===== src/rtl/pm_evt_pkg.sv =====
package pm_evt_pkg;
  localparam int SRC_N    = 4;
  localparam int SRC_TMR  = 0;
  localparam int SRC_THRM = 1;
  localparam int SRC_REL  = 2;
  localparam int SRC_GPIO = 3;

  localparam int CFG_SCI  = 0;
  localparam int CFG_FALL = 1;
  localparam int CFG_REL  = 2;

  typedef enum logic [1:0] {
    A_STS = 2'd0,
    A_ENA = 2'd1,
    A_CFG = 2'd2,
    A_DIR = 2'd3
  } reg_addr_e;
endpackage


===== src/rtl/pm_acpi_timer.sv =====
module pm_acpi_timer #(
  parameter int TMR_W = 24
) (
  input  logic clk,
  input  logic rst_n,
  input  logic tick,
  output logic ovf
);
  localparam int LOW_W = TMR_W - 1;

  logic [TMR_W-1:0] cnt_q, cnt_d;

  always_comb begin
    cnt_d = cnt_q;
    if (tick) cnt_d = cnt_q + 1'b1;
  end

  // top bit toggles when every lower bit is one and the count advances
  assign ovf = tick && (&cnt_q[LOW_W-1:0]);

  always_ff @(posedge clk or negedge rst_n) begin
    if (!rst_n) cnt_q <= '0;
    else        cnt_q <= cnt_d;
  end

  a_r2_msb_on_ovf: assert property (@(posedge clk) disable iff (!rst_n)
    ovf |=> (cnt_q[TMR_W-1] != $past(cnt_q[TMR_W-1])));

  a_r2_msb_hold: assert property (@(posedge clk) disable iff (!rst_n)
    !ovf |=> $stable(cnt_q[TMR_W-1]));
endmodule


===== src/rtl/pm_sync.sv =====
module pm_sync #(
  parameter int W      = 1,
  parameter int STAGES = 2
) (
  input  logic         clk,
  input  logic         rst_n,
  input  logic [W-1:0] d,
  output logic [W-1:0] q
);
  logic [W-1:0] stg_q [STAGES];

  for (genvar s = 0; s < STAGES; s++) begin : g_stage
    if (s == 0) begin : g_first
      always_ff @(posedge clk or negedge rst_n) begin
        if (!rst_n) stg_q[s] <= '0;
        else        stg_q[s] <= d;
      end
    end else begin : g_next
      always_ff @(posedge clk or negedge rst_n) begin
        if (!rst_n) stg_q[s] <= '0;
        else        stg_q[s] <= stg_q[s-1];
      end
    end
  end

  assign q = stg_q[STAGES-1];
endmodule


===== src/rtl/pm_edge_det.sv =====
module pm_edge_det (
  input  logic clk,
  input  logic rst_n,
  input  logic lvl,
  input  logic fall_sel,
  output logic hit
);
  logic prev_q;

  always_comb begin
    if (fall_sel) hit = prev_q && !lvl;
    else          hit = !prev_q && lvl;
  end

  always_ff @(posedge clk or negedge rst_n) begin
    if (!rst_n) prev_q <= 1'b0;
    else        prev_q <= lvl;
  end

  a_r3_hit_needs_change: assert property (@(posedge clk) disable iff (!rst_n)
    hit |=> (prev_q != $past(prev_q)));
endmodule


===== src/rtl/pm_event_agg.sv =====
module pm_event_agg
  import pm_evt_pkg::*;
#(
  parameter int TMR_W   = 24,
  parameter int N_GPIO  = 8,
  parameter int SYNC_ST = 2
) (
  input  logic              clk,
  input  logic              rst_n,
  input  logic              tmr_tick,
  input  logic              thrm_pin,
  input  logic [N_GPIO-1:0] gpio_in,
  input  logic              wr_en,
  input  logic [1:0]        addr,
  input  logic [7:0]        wr_data,
  output logic [7:0]        rd_data,
  output logic              sci_o,
  output logic              smi_o
);
  localparam int STICKY_N = SRC_N - 1;

  // reset: asynchronous assert, synchronous release
  logic rst_meta_q, rst_q;
  always_ff @(posedge clk or negedge rst_n) begin
    if (!rst_n) begin
      rst_meta_q <= 1'b0;
      rst_q      <= 1'b0;
    end else begin
      rst_meta_q <= 1'b1;
      rst_q      <= rst_meta_q;
    end
  end

  // event sources
  logic tmr_ovf, thrm_lvl, thrm_hit;
  logic [N_GPIO-1:0] gpio_lvl;

  pm_acpi_timer #(.TMR_W(TMR_W)) u_tmr (
    .clk(clk), .rst_n(rst_q), .tick(tmr_tick), .ovf(tmr_ovf));

  pm_sync #(.W(1), .STAGES(SYNC_ST)) u_thrm_sync (
    .clk(clk), .rst_n(rst_q), .d(thrm_pin), .q(thrm_lvl));

  pm_sync #(.W(N_GPIO), .STAGES(SYNC_ST)) u_gpio_sync (
    .clk(clk), .rst_n(rst_q), .d(gpio_in), .q(gpio_lvl));

  // registers
  logic [STICKY_N-1:0] sts_q, sts_d, sts_set, sts_clr;
  logic [SRC_N-1:0]    ena_q, ena_d, sts_view, pend;
  logic [1:0]          cfg_q, cfg_d;
  logic [N_GPIO-1:0]   dir_q, dir_d;
  logic                sci_d, smi_d, rel_set;
  logic                wr_sts, wr_ena, wr_cfg, wr_dir;

  pm_edge_det u_thrm_edge (
    .clk(clk), .rst_n(rst_q), .lvl(thrm_lvl),
    .fall_sel(cfg_q[CFG_FALL]), .hit(thrm_hit));

  always_comb begin
    wr_sts = wr_en && (addr == A_STS);
    wr_ena = wr_en && (addr == A_ENA);
    wr_cfg = wr_en && (addr == A_CFG);
    wr_dir = wr_en && (addr == A_DIR);
  end

  assign rel_set = wr_cfg && wr_data[CFG_REL];

  always_comb begin
    sts_set           = '0;
    sts_set[SRC_TMR]  = tmr_ovf;
    sts_set[SRC_THRM] = thrm_hit;
    sts_set[SRC_REL]  = rel_set;
    sts_clr           = wr_sts ? wr_data[STICKY_N-1:0] : '0;
    // a new event outranks a clear in the same cycle
    sts_d             = (sts_q & ~sts_clr) | sts_set;
  end

  always_comb begin
    ena_d = wr_ena ? wr_data[SRC_N-1:0] : ena_q;
    cfg_d = wr_cfg ? wr_data[CFG_FALL:CFG_SCI] : cfg_q;
    dir_d = wr_dir ? wr_data[N_GPIO-1:0] : dir_q;
  end

  always_comb begin
    sts_view = {|(gpio_lvl & dir_q), sts_q};
    pend     = sts_view & ena_q;
    sci_d    = cfg_q[CFG_SCI] && (|pend);
    smi_d    = !cfg_q[CFG_SCI] && (pend[SRC_TMR] || pend[SRC_THRM]);
  end

  always_ff @(posedge clk or negedge rst_q) begin
    if (!rst_q) begin
      sts_q <= '0;
      ena_q <= '0;
      cfg_q <= '0;
      dir_q <= '0;
      sci_o <= 1'b0;
      smi_o <= 1'b0;
    end else begin
      sts_q <= sts_d;
      ena_q <= ena_d;
      cfg_q <= cfg_d;
      dir_q <= dir_d;
      sci_o <= sci_d;
      smi_o <= smi_d;
    end
  end

  // read path
  always_comb begin
    rd_data = '0;
    unique case (addr)
      A_STS: rd_data[SRC_N-1:0]  = sts_view;
      A_ENA: rd_data[SRC_N-1:0]  = ena_q;
      A_CFG: rd_data[1:0]        = cfg_q;
      A_DIR: rd_data[N_GPIO-1:0] = dir_q;
      default: rd_data = '0;
    endcase
  end

  a_r6_tmr_sticky: assert property (@(posedge clk) disable iff (!rst_q)
    (sts_q[SRC_TMR] && !sts_clr[SRC_TMR]) |=> sts_q[SRC_TMR]);

  a_r6_set_wins: assert property (@(posedge clk) disable iff (!rst_q)
    tmr_ovf |=> sts_q[SRC_TMR]);

  a_r4_rel_sticky: assert property (@(posedge clk) disable iff (!rst_q)
    (sts_q[SRC_REL] && !sts_clr[SRC_REL]) |=> sts_q[SRC_REL]);

  a_r8_one_target: assert property (@(posedge clk) disable iff (!rst_q)
    !(sci_o && smi_o));

  a_r8_no_smi_when_sci: assert property (@(posedge clk) disable iff (!rst_q)
    cfg_q[CFG_SCI] |=> !smi_o);

  a_r7_sci_follows: assert property (@(posedge clk) disable iff (!rst_q)
    (cfg_q[CFG_SCI] && (|pend)) |=> sci_o);

  a_r9_masked_quiet: assert property (@(posedge clk) disable iff (!rst_q)
    (pend == '0) |=> (!sci_o && !smi_o));
endmodule


===== config.mk =====
export PLATFORM = sky130hd
export DESIGN_NAME = pm_event_agg
export DESIGN_NICKNAME = d
export VERILOG_FILES = /design/src/rtl/pm_evt_pkg.sv /design/src/rtl/pm_acpi_timer.sv /design/src/rtl/pm_sync.sv /design/src/rtl/pm_edge_det.sv /design/src/rtl/pm_event_agg.sv
export SDC_FILE = /design/constraint.sdc
export NUM_CORES = 1
export LEC_CHECK = 0
export ABC_AREA = 1
export ABC_CLOCK_PERIOD_IN_PS = 3260
export BUFFER_PORTS_ARGS = -buffer_cell sky130_fd_sc_hd__buf_4
export CORE_UTILIZATION = 55
export CTS_BUF_LIST = sky130_fd_sc_hd__clkbuf_4 sky130_fd_sc_hd__clkbuf_8
export DETAILED_ROUTE_END_ITERATION = 10
export PLACE_DENSITY = 0.82
export SLEW_MARGIN = 10
export SYNTH_ARGS = -nofsm -noshare
export SYNTH_HDL_FRONTEND = slang
export SYNTH_HIERARCHICAL = 1
export SYNTH_SLANG_ARGS = --single-unit

===== constraint.sdc =====
create_clock -name clk -period 3.26 [get_ports clk]
set_clock_uncertainty 0.1 [all_clocks]
set_input_delay 0.489 -clock clk [delete_from_list [all_inputs] [get_ports clk]]
set_output_delay 0.489 -clock clk [all_outputs]
set_load 0.005 [all_outputs]

# --- Word level (Yosys, flattened, before mapping) ---
# Index checks and enable logic that the tools add are counted.
classes:
  add_sub_neg: 1
  n_eq_ne: 3
  muxes: 5
  bitwise: 5
  reduce_logical: 18
ops:
  columns: ["cell", "count"]
  rows:
  - ["$add A24 B1 Y24 const B", 1]
  - ["$reduce_and A23 Y1", 1]
  - ["$logic_and A1 B1 Y1", 10]
  - ["$and A8 B8 Y8", 1]
  - ["$pmux W2 S4", 1]
  - ["$reduce_or A8 Y1", 1]
  - ["$pmux W2 S3", 1]
  - ["$and A4 B4 Y4", 1]
  - ["$eq A2 B2 Y1 const B", 2]
  - ["$mux W4", 1]
  - ["$reduce_or A4 Y1", 1]
  - ["$and A3 B3 Y3", 1]
  - ["$logic_not A1 Y1", 3]
  - ["$mux W3", 1]
  - ["$not A3 Y3", 1]
  - ["$or A3 B3 Y3", 1]
  - ["$eq A2 B1 Y1 const B", 1]
  - ["$logic_not A2 Y1", 1]
  - ["$logic_or A1 B1 Y1", 1]
  - ["$mux W1", 1]
totals:
  register_bits: 64
  output_inout_bits: 10

# --- Depth between registers and ports, before layout ---
logic_depth:
  word_depth: 6
  ltp_mapped: 9

# --- Modules after synthesis ---
# Netlist, hierarchy kept.
modules_own_cells:
  columns: ["module", "n_inst", "cells_per_inst", "area_each_um2"]
  rows:
  - ["pm_acpi_timer", 1, 151, 1227.4]
  - ["pm_event_agg", 1, 122, 1006.0]
  - ["pm_sync (u_gpio_sync)", 1, 24, 460.4]
  - ["pm_edge_det", 1, 7, 50.0]
  - ["pm_sync (u_thrm_sync)", 1, 2, 50.0]

# --- Worst setup path after synthesis ---
# Ideal clock, no wire load.
synth_path:
  path_kind: "in2out"
  start: "input port addr[1]"
  end: "output port rd_data[0]"
  arrival_ns: 0.858
  t_required_ns: 2.671
  path_slack_ns: 1.813
  cell_stages: 3
  path_buffers: 0
  cell_sequence: "nor2_1 -> nand2_1 -> nand4_1"
synth_via:
  elab_chain_len: 2
  elab_cells_between_ends: 5
  cone_classes: "3 x eq/ne; 1 x mux; 1 x reduce/logical"
synth_rtl:
  columns: ["item", "line_no", "rtl"]
  rows:
  - ["start: declaration", "pm_event_agg.sv:14", "input logic [1:0] addr,"]
  - ["$eq A2 B2 Y1 (tied with other cells)", "pm_event_agg.sv:112", "unique case (addr)"]
  - ["$pmux W2 S4 (*)", "pm_event_agg.sv:112", null]
  - ["end: declaration", "pm_event_agg.sv:16", "output logic [7:0] rd_data,"]
# Mark *: on every way between the ends. The rest lies on a longest branch, timed or not.

# --- Final worst setup path ---
layout_path:
  start: "register dir_q[6]"
  end: "output port rd_data[3]"
layout_via:
  elab_chain_len: 3
layout_rtl:
  columns: ["item", "line_no", "rtl"]
  rows:
  - ["start: declaration", "pm_event_agg.sv:51", "logic [N_GPIO-1:0] dir_q, dir_d;"]
  - ["start signal: assignment", "pm_event_agg.sv:103", "dir_q <= dir_d;"]
  - ["$and A8 B8 Y8", "pm_event_agg.sv:85", "sts_view = {|(gpio_lvl & dir_q), sts_q};"]
  - ["$reduce_or A8 Y1", "pm_event_agg.sv:85", null]
  - ["$pmux W2 S3", "pm_event_agg.sv:112", null]
# Every way passes these cells.

==> impl_table.tex <==
\begin{tabular}{lr}
\hline
Metric & Value \\
\hline
\multicolumn{2}{l}{\textbf{Status}} \\
\quad Result of the run & finished clean \\
\multicolumn{2}{l}{\textbf{STA}} \\
\quad Final setup violation count & 0 \\
\quad Worst path setup slack after routing & 1.368 ns \\
\quad Final period util & 0.5804 \\
\quad Final Hold Viols & 0 \\
\quad Setup repair after global routing missed its margin & false \\
\quad Fin Setup TNS & 0 ns \\
\quad Maximum clock rate & 528.5 MHz \\
\quad Pins over their slew limit & 0 \\
\quad Pin slew with the least headroom to its limit & roughly 0.64 ns \\
\quad Relative slew slack & 0.5712 \\
\quad Post-layout minimum cycle time & 1.892 ns \\
\multicolumn{2}{l}{\textbf{Worst setup path}} \\
\quad Type of the worst setup path & reg -> out \\
\quad Critical path arrival & around 1.3 ns \\
\quad Req. time, crit path & 2.67 ns \\
\quad Type of element capturing the critical path & primary output \\
\quad Register-to-Register Setup Slack & 1.72 ns \\
\quad Startpoint Class & flop \\
\quad Worst Reg-to-Reg Cells & 8 \\
\quad Reg2reg end & u\_tmr/cnt\_q[16]\$\_DFFE\_PN0P\_ \\
\quad Crit-path max FO & 2 \\
\quad Startpoint of the lowest-slack register-to-register path & u\_tmr/cnt\_q[0]\$\_DFFE\_PN0P\_ \\
\multicolumn{2}{l}{\textbf{Cells and area}} \\
\quad Net total in the final layout & $\sim$370 \\
\quad Number of inserted diodes & 0 \\
\quad Area used by multi-input combinational logic & 1002 sq um \\
\quad Filler Cell Count & 399 \\
\quad P\&R area growth vs syn & 15.99\% \\
\quad Fraction of layout cells with a size suffix above 1 & 0.2104 \\
\quad Area used by sequential logic in the layout & about 1600 sq um \\
\quad Post-route standard cell area excluding fillers & 3241 sq um \\
\multicolumn{2}{l}{\textbf{Placement}} \\
\quad Final weighted congestion in routability-driven placement & 0.8771 \\
\quad Quantity of I/O buffers inserted on ports & 32 \\
\quad HPWL after DPL & 3751 microns \\
\quad Cell area reported after detailed placement & 3055 sq um \\
\quad Worst setup timing slack at the placement stage & 1.451 ns \\
\multicolumn{2}{l}{\textbf{Drt}} \\
\quad Wirelength, routed & 5113 microns \\
\quad Starting DRT DRC Count & 118 \\
\quad Number of vias per cell & 4.896 \\
\quad Initial DRT Pass Iterations & 4 \\
\quad Final ANT Viol Nets & 0 \\
\quad Average detailed-routed wire length per instance & 12.35 microns \\
\quad Number of DRC violations after detailed routing & 0 \\
\quad Number of vias in the routed layout & a little over 2000 \\
\multicolumn{2}{l}{\textbf{Synth}} \\
\quad Syn nets & 330 \\
\quad Main combinational cell family by area after synthesis & simple AND/OR/NAND/NOR gates \\
\quad Post-synth EDFFs & 0 \\
\quad Area share of and/or/nand/nor cells after synthesis & 0.2597 \\
\quad Synthesized-area fraction occupied by adder cells & 0.004478 \\
\quad Primary flip-flop cell chosen by synthesis mapping & sky130\_fd\_sc\_hd\_\_dfrtp\_1 \\
\quad Synth Area in Compound Gates & 0.04926 \\
\quad Async S/R FF share, synth & 1.000 \\
\quad Number of warnings printed during yosys synthesis & 6 \\
\quad Post-synthesis xor/xnor area fraction & 0.04389 \\
\quad Area of the mapped netlist & 2794 sq um \\
\quad Instance count of the mapped netlist & 306 \\
\quad Flop and latch count out of synthesis & 63 \\
\quad Synthesized area per cell & between 9 and 10 sq um \\
\quad Synth cell types & 24 \\
\quad Fraction of the yosys area taken by sequential cells & 0.5643 \\
\quad Multiplexer share of the synthesized area & 0 \\
\multicolumn{2}{l}{\textbf{Flow run}} \\
\quad Number of max-capacitance violations reported & 0 \\
\multicolumn{2}{l}{\textbf{Global routing}} \\
\quad Wire length of the first global-routing pass & 8742 microns \\
\quad GR Util met3 & 0.07956 \\
\quad Vias in the first global route & 2078 \\
\quad Pin count of the biggest net entering global routing & 33 \\
\quad Number of antenna violations at the first check in global routing & 0 \\
\quad Layer with the highest usage & met2 \\
\quad Total routing usage reported by global routing & 0.2234 \\
\quad Global-route congestion overflow total & 0 \\
\quad GR met1 Demand/Resource & 0.2342 \\
\quad Met2 demand-to-capacity share in global routing & 0.3940 \\
\multicolumn{2}{l}{\textbf{Power and ir drop}} \\
\quad Ratio of total power to cell area & 549.3 nW/um\^{}2 \\
\quad Maximum VDD drop & 0.2819 mV \\
\quad Static leakage & around 1.6 nW \\
\multicolumn{2}{l}{\textbf{Worst hold path}} \\
\quad Capture endpoint of the worst hold path & u\_gpio\_sync/stg\_q[15]\$\_DFF\_PN0\_ \\
\quad Number of cells on the worst hold path & 1 \\
\quad Hold/Removal Path Class & in -> reg \\
\quad Hold wc startpoint & gpio\_in[7] \\
\multicolumn{2}{l}{\textbf{CTS}} \\
\quad Sinks on Clock Net & 63 \\
\quad Postcts setup bufs & 0 \\
\quad Clk buf depth & 2 \\
\quad Clock slew at the register clock pins of the worst setup and hold paths & roughly 0.060 ns \\
\quad Clock Root Buffer & sky130\_fd\_sc\_hd\_\_clkbuf\_8 \\
\quad CTS tree & yes \\
\quad Total clock buffers created by CTS & 9 \\
\quad Post-CTS resize count & 0 \\
\quad Clock insertion delay at the later pin of the skew report & $\sim$0.33 ns \\
\quad CTS H-tree depth & 3 \\
\multicolumn{2}{l}{\textbf{Floorplanning}} \\
\quad Starting utilization of the core area & 0.5800 \\
\quad Number of rows in the core area & 25 \\
\quad Overall die height & 73.28 microns \\
\quad CORE AREA & 4817 sq um \\
\quad Number of I/O pins & 33 \\
\quad Die Area & 5369 sq um \\
\quad Width of the die & between 70 and 80 microns \\
\hline
\end{tabular}
[cells in the mapped netlist, types with 2 or more instances]
cell	count	area share
sky130_fd_sc_hd__nand4_1	5	0.011
sky130_fd_sc_hd__inv_1	37	0.050
sky130_fd_sc_hd__nand2_2	2	0.0045
sky130_fd_sc_hd__nor2_4	6	0.024
sky130_fd_sc_hd__o21ai_2	4	0.013
sky130_fd_sc_hd__dfrtp_1	63	0.56
sky130_fd_sc_hd__nand2_1	84	0.11
sky130_fd_sc_hd__nand3_2	2	0.0072
sky130_fd_sc_hd__a21oi_1	2	0.0036
sky130_fd_sc_hd__nand3_1	17	0.030
sky130_fd_sc_hd__nor3_1	6	0.011
sky130_fd_sc_hd__o21ai_0	10	0.018
sky130_fd_sc_hd__buf_4	8	0.021
sky130_fd_sc_hd__a21oi_2	4	0.013
sky130_fd_sc_hd__xnor2_1	4	0.013
sky130_fd_sc_hd__nor2_1	33	0.044
sky130_fd_sc_hd__xor2_1	10	0.031
sky130_fd_sc_hd__nand2_4	3	0.012
[worst max path at each step]
stage               depth (start not counted)            startpoint  slack, ns              endpoint
global placement                            5               addr[1]       1.48            rd_data[1]
CTS                                         7  dir_q[6]$_DFFE_PN0P_       1.33            rd_data[3]
detailed placement                          5               addr[1]       1.45            rd_data[1]
floorplan                                   0       rst_q$_DFF_PN0_       1.28  cfg_q[0]$_DFFE_PN0N_
global route                                7  dir_q[7]$_DFFE_PN0P_       1.27            rd_data[3]
finish                                      7  dir_q[6]$_DFFE_PN0P_       1.37            rd_data[3]
[registers in the layout (all words and copies together), names as in the netlist]
signal and flops:
cfg_q 2, dir_q 8, ena_q 4, rst_meta_q 1, rst_q 1, sci_o 1, smi_o 1, sts_q 3
u_gpio_sync/q 8, u_gpio_sync/stg_q 8, u_thrm_edge/prev_q 1, u_thrm_sync/q 1, u_thrm_sync/stg_q 1, u_tmr/cnt_q 23
[cell usage in the layout (no fill, tap or decap), drive strengths merged]
master	count
a21oi	6
buf	33
clkbuf	12
clkinv	4
clkinvlp	1
conb	1
dfrtp	63
dlygate4sd3	1
ha	1
inv	37
nand2	89
nand3	19
nand4	5
nor2	40
nor3	6
o21ai	14
o21bai	1
xnor2	4
xor2	10
[report_power, final]
group / switching (mW) / internal, mW
sequential: 0.0735 / 0.870
clock: 0.278 / 0.309
combinational: 0.138 / 0.111
[cells by family after synthesis]
family	Yosys count
and+or+nand+nor	159
other	1
DFF	63
buffers and inverters	47
adders and majority gates	1
AOI/OAI and AO/OA	21
xor gates and xnor gates	14
[critical path, cell delays in order (launching register included)]
cell,delay [ns]
sky130_fd_sc_hd__dfrtp_1,0.38
sky130_fd_sc_hd__nand2_1,0.06
sky130_fd_sc_hd__nand2_1,0.06
sky130_fd_sc_hd__nor2_1,0.12
sky130_fd_sc_hd__nand2_1,0.10
sky130_fd_sc_hd__nand2_1,0.07
sky130_fd_sc_hd__nand3_1,0.06
sky130_fd_sc_hd__buf_4,0.13
[repair_timing]
action	4_1_cts	5_1_grt
hold buffers	1	0
endpoints found under the setup margin	0	0
endpoints found under the hold margin	2	0
[cell type report]
class,instances,area share
repair buffers,34,0.07954
clock inverters,4,0.006950
well taps,67,0.02587
clock buffers,12,0.04710
multi-input cells,196,0.3093
flip-flops and latches,63,0.4869
inverters,38,0.04440
[layer usage]
metal / routed length (microns) / vias up / share of wire
li1: - / 1008 / -
met1: 2166 / 943 / 0.42
met2: 2595 / 67 / 0.51
met3: 272 / 9 / 0.053
met4: 78 / 0 / 0.015
met5: 0 / - / 0
[metrics by stage]
step	utilization	hold slack [ns]	total power, mW	cells
floorplan	-	0.09341	1.115	306
global placement	0.6343	0.1714	1.192	397
detailed placement	0.6343	0.1780	1.208	397
CTS	0.6727	0.1411	1.807	414
global route	0.6727	0.1310	1.894	414
finish	0.6727	0.1628	1.780	414
Note: power is estimated with default switching activity, not from simulation.
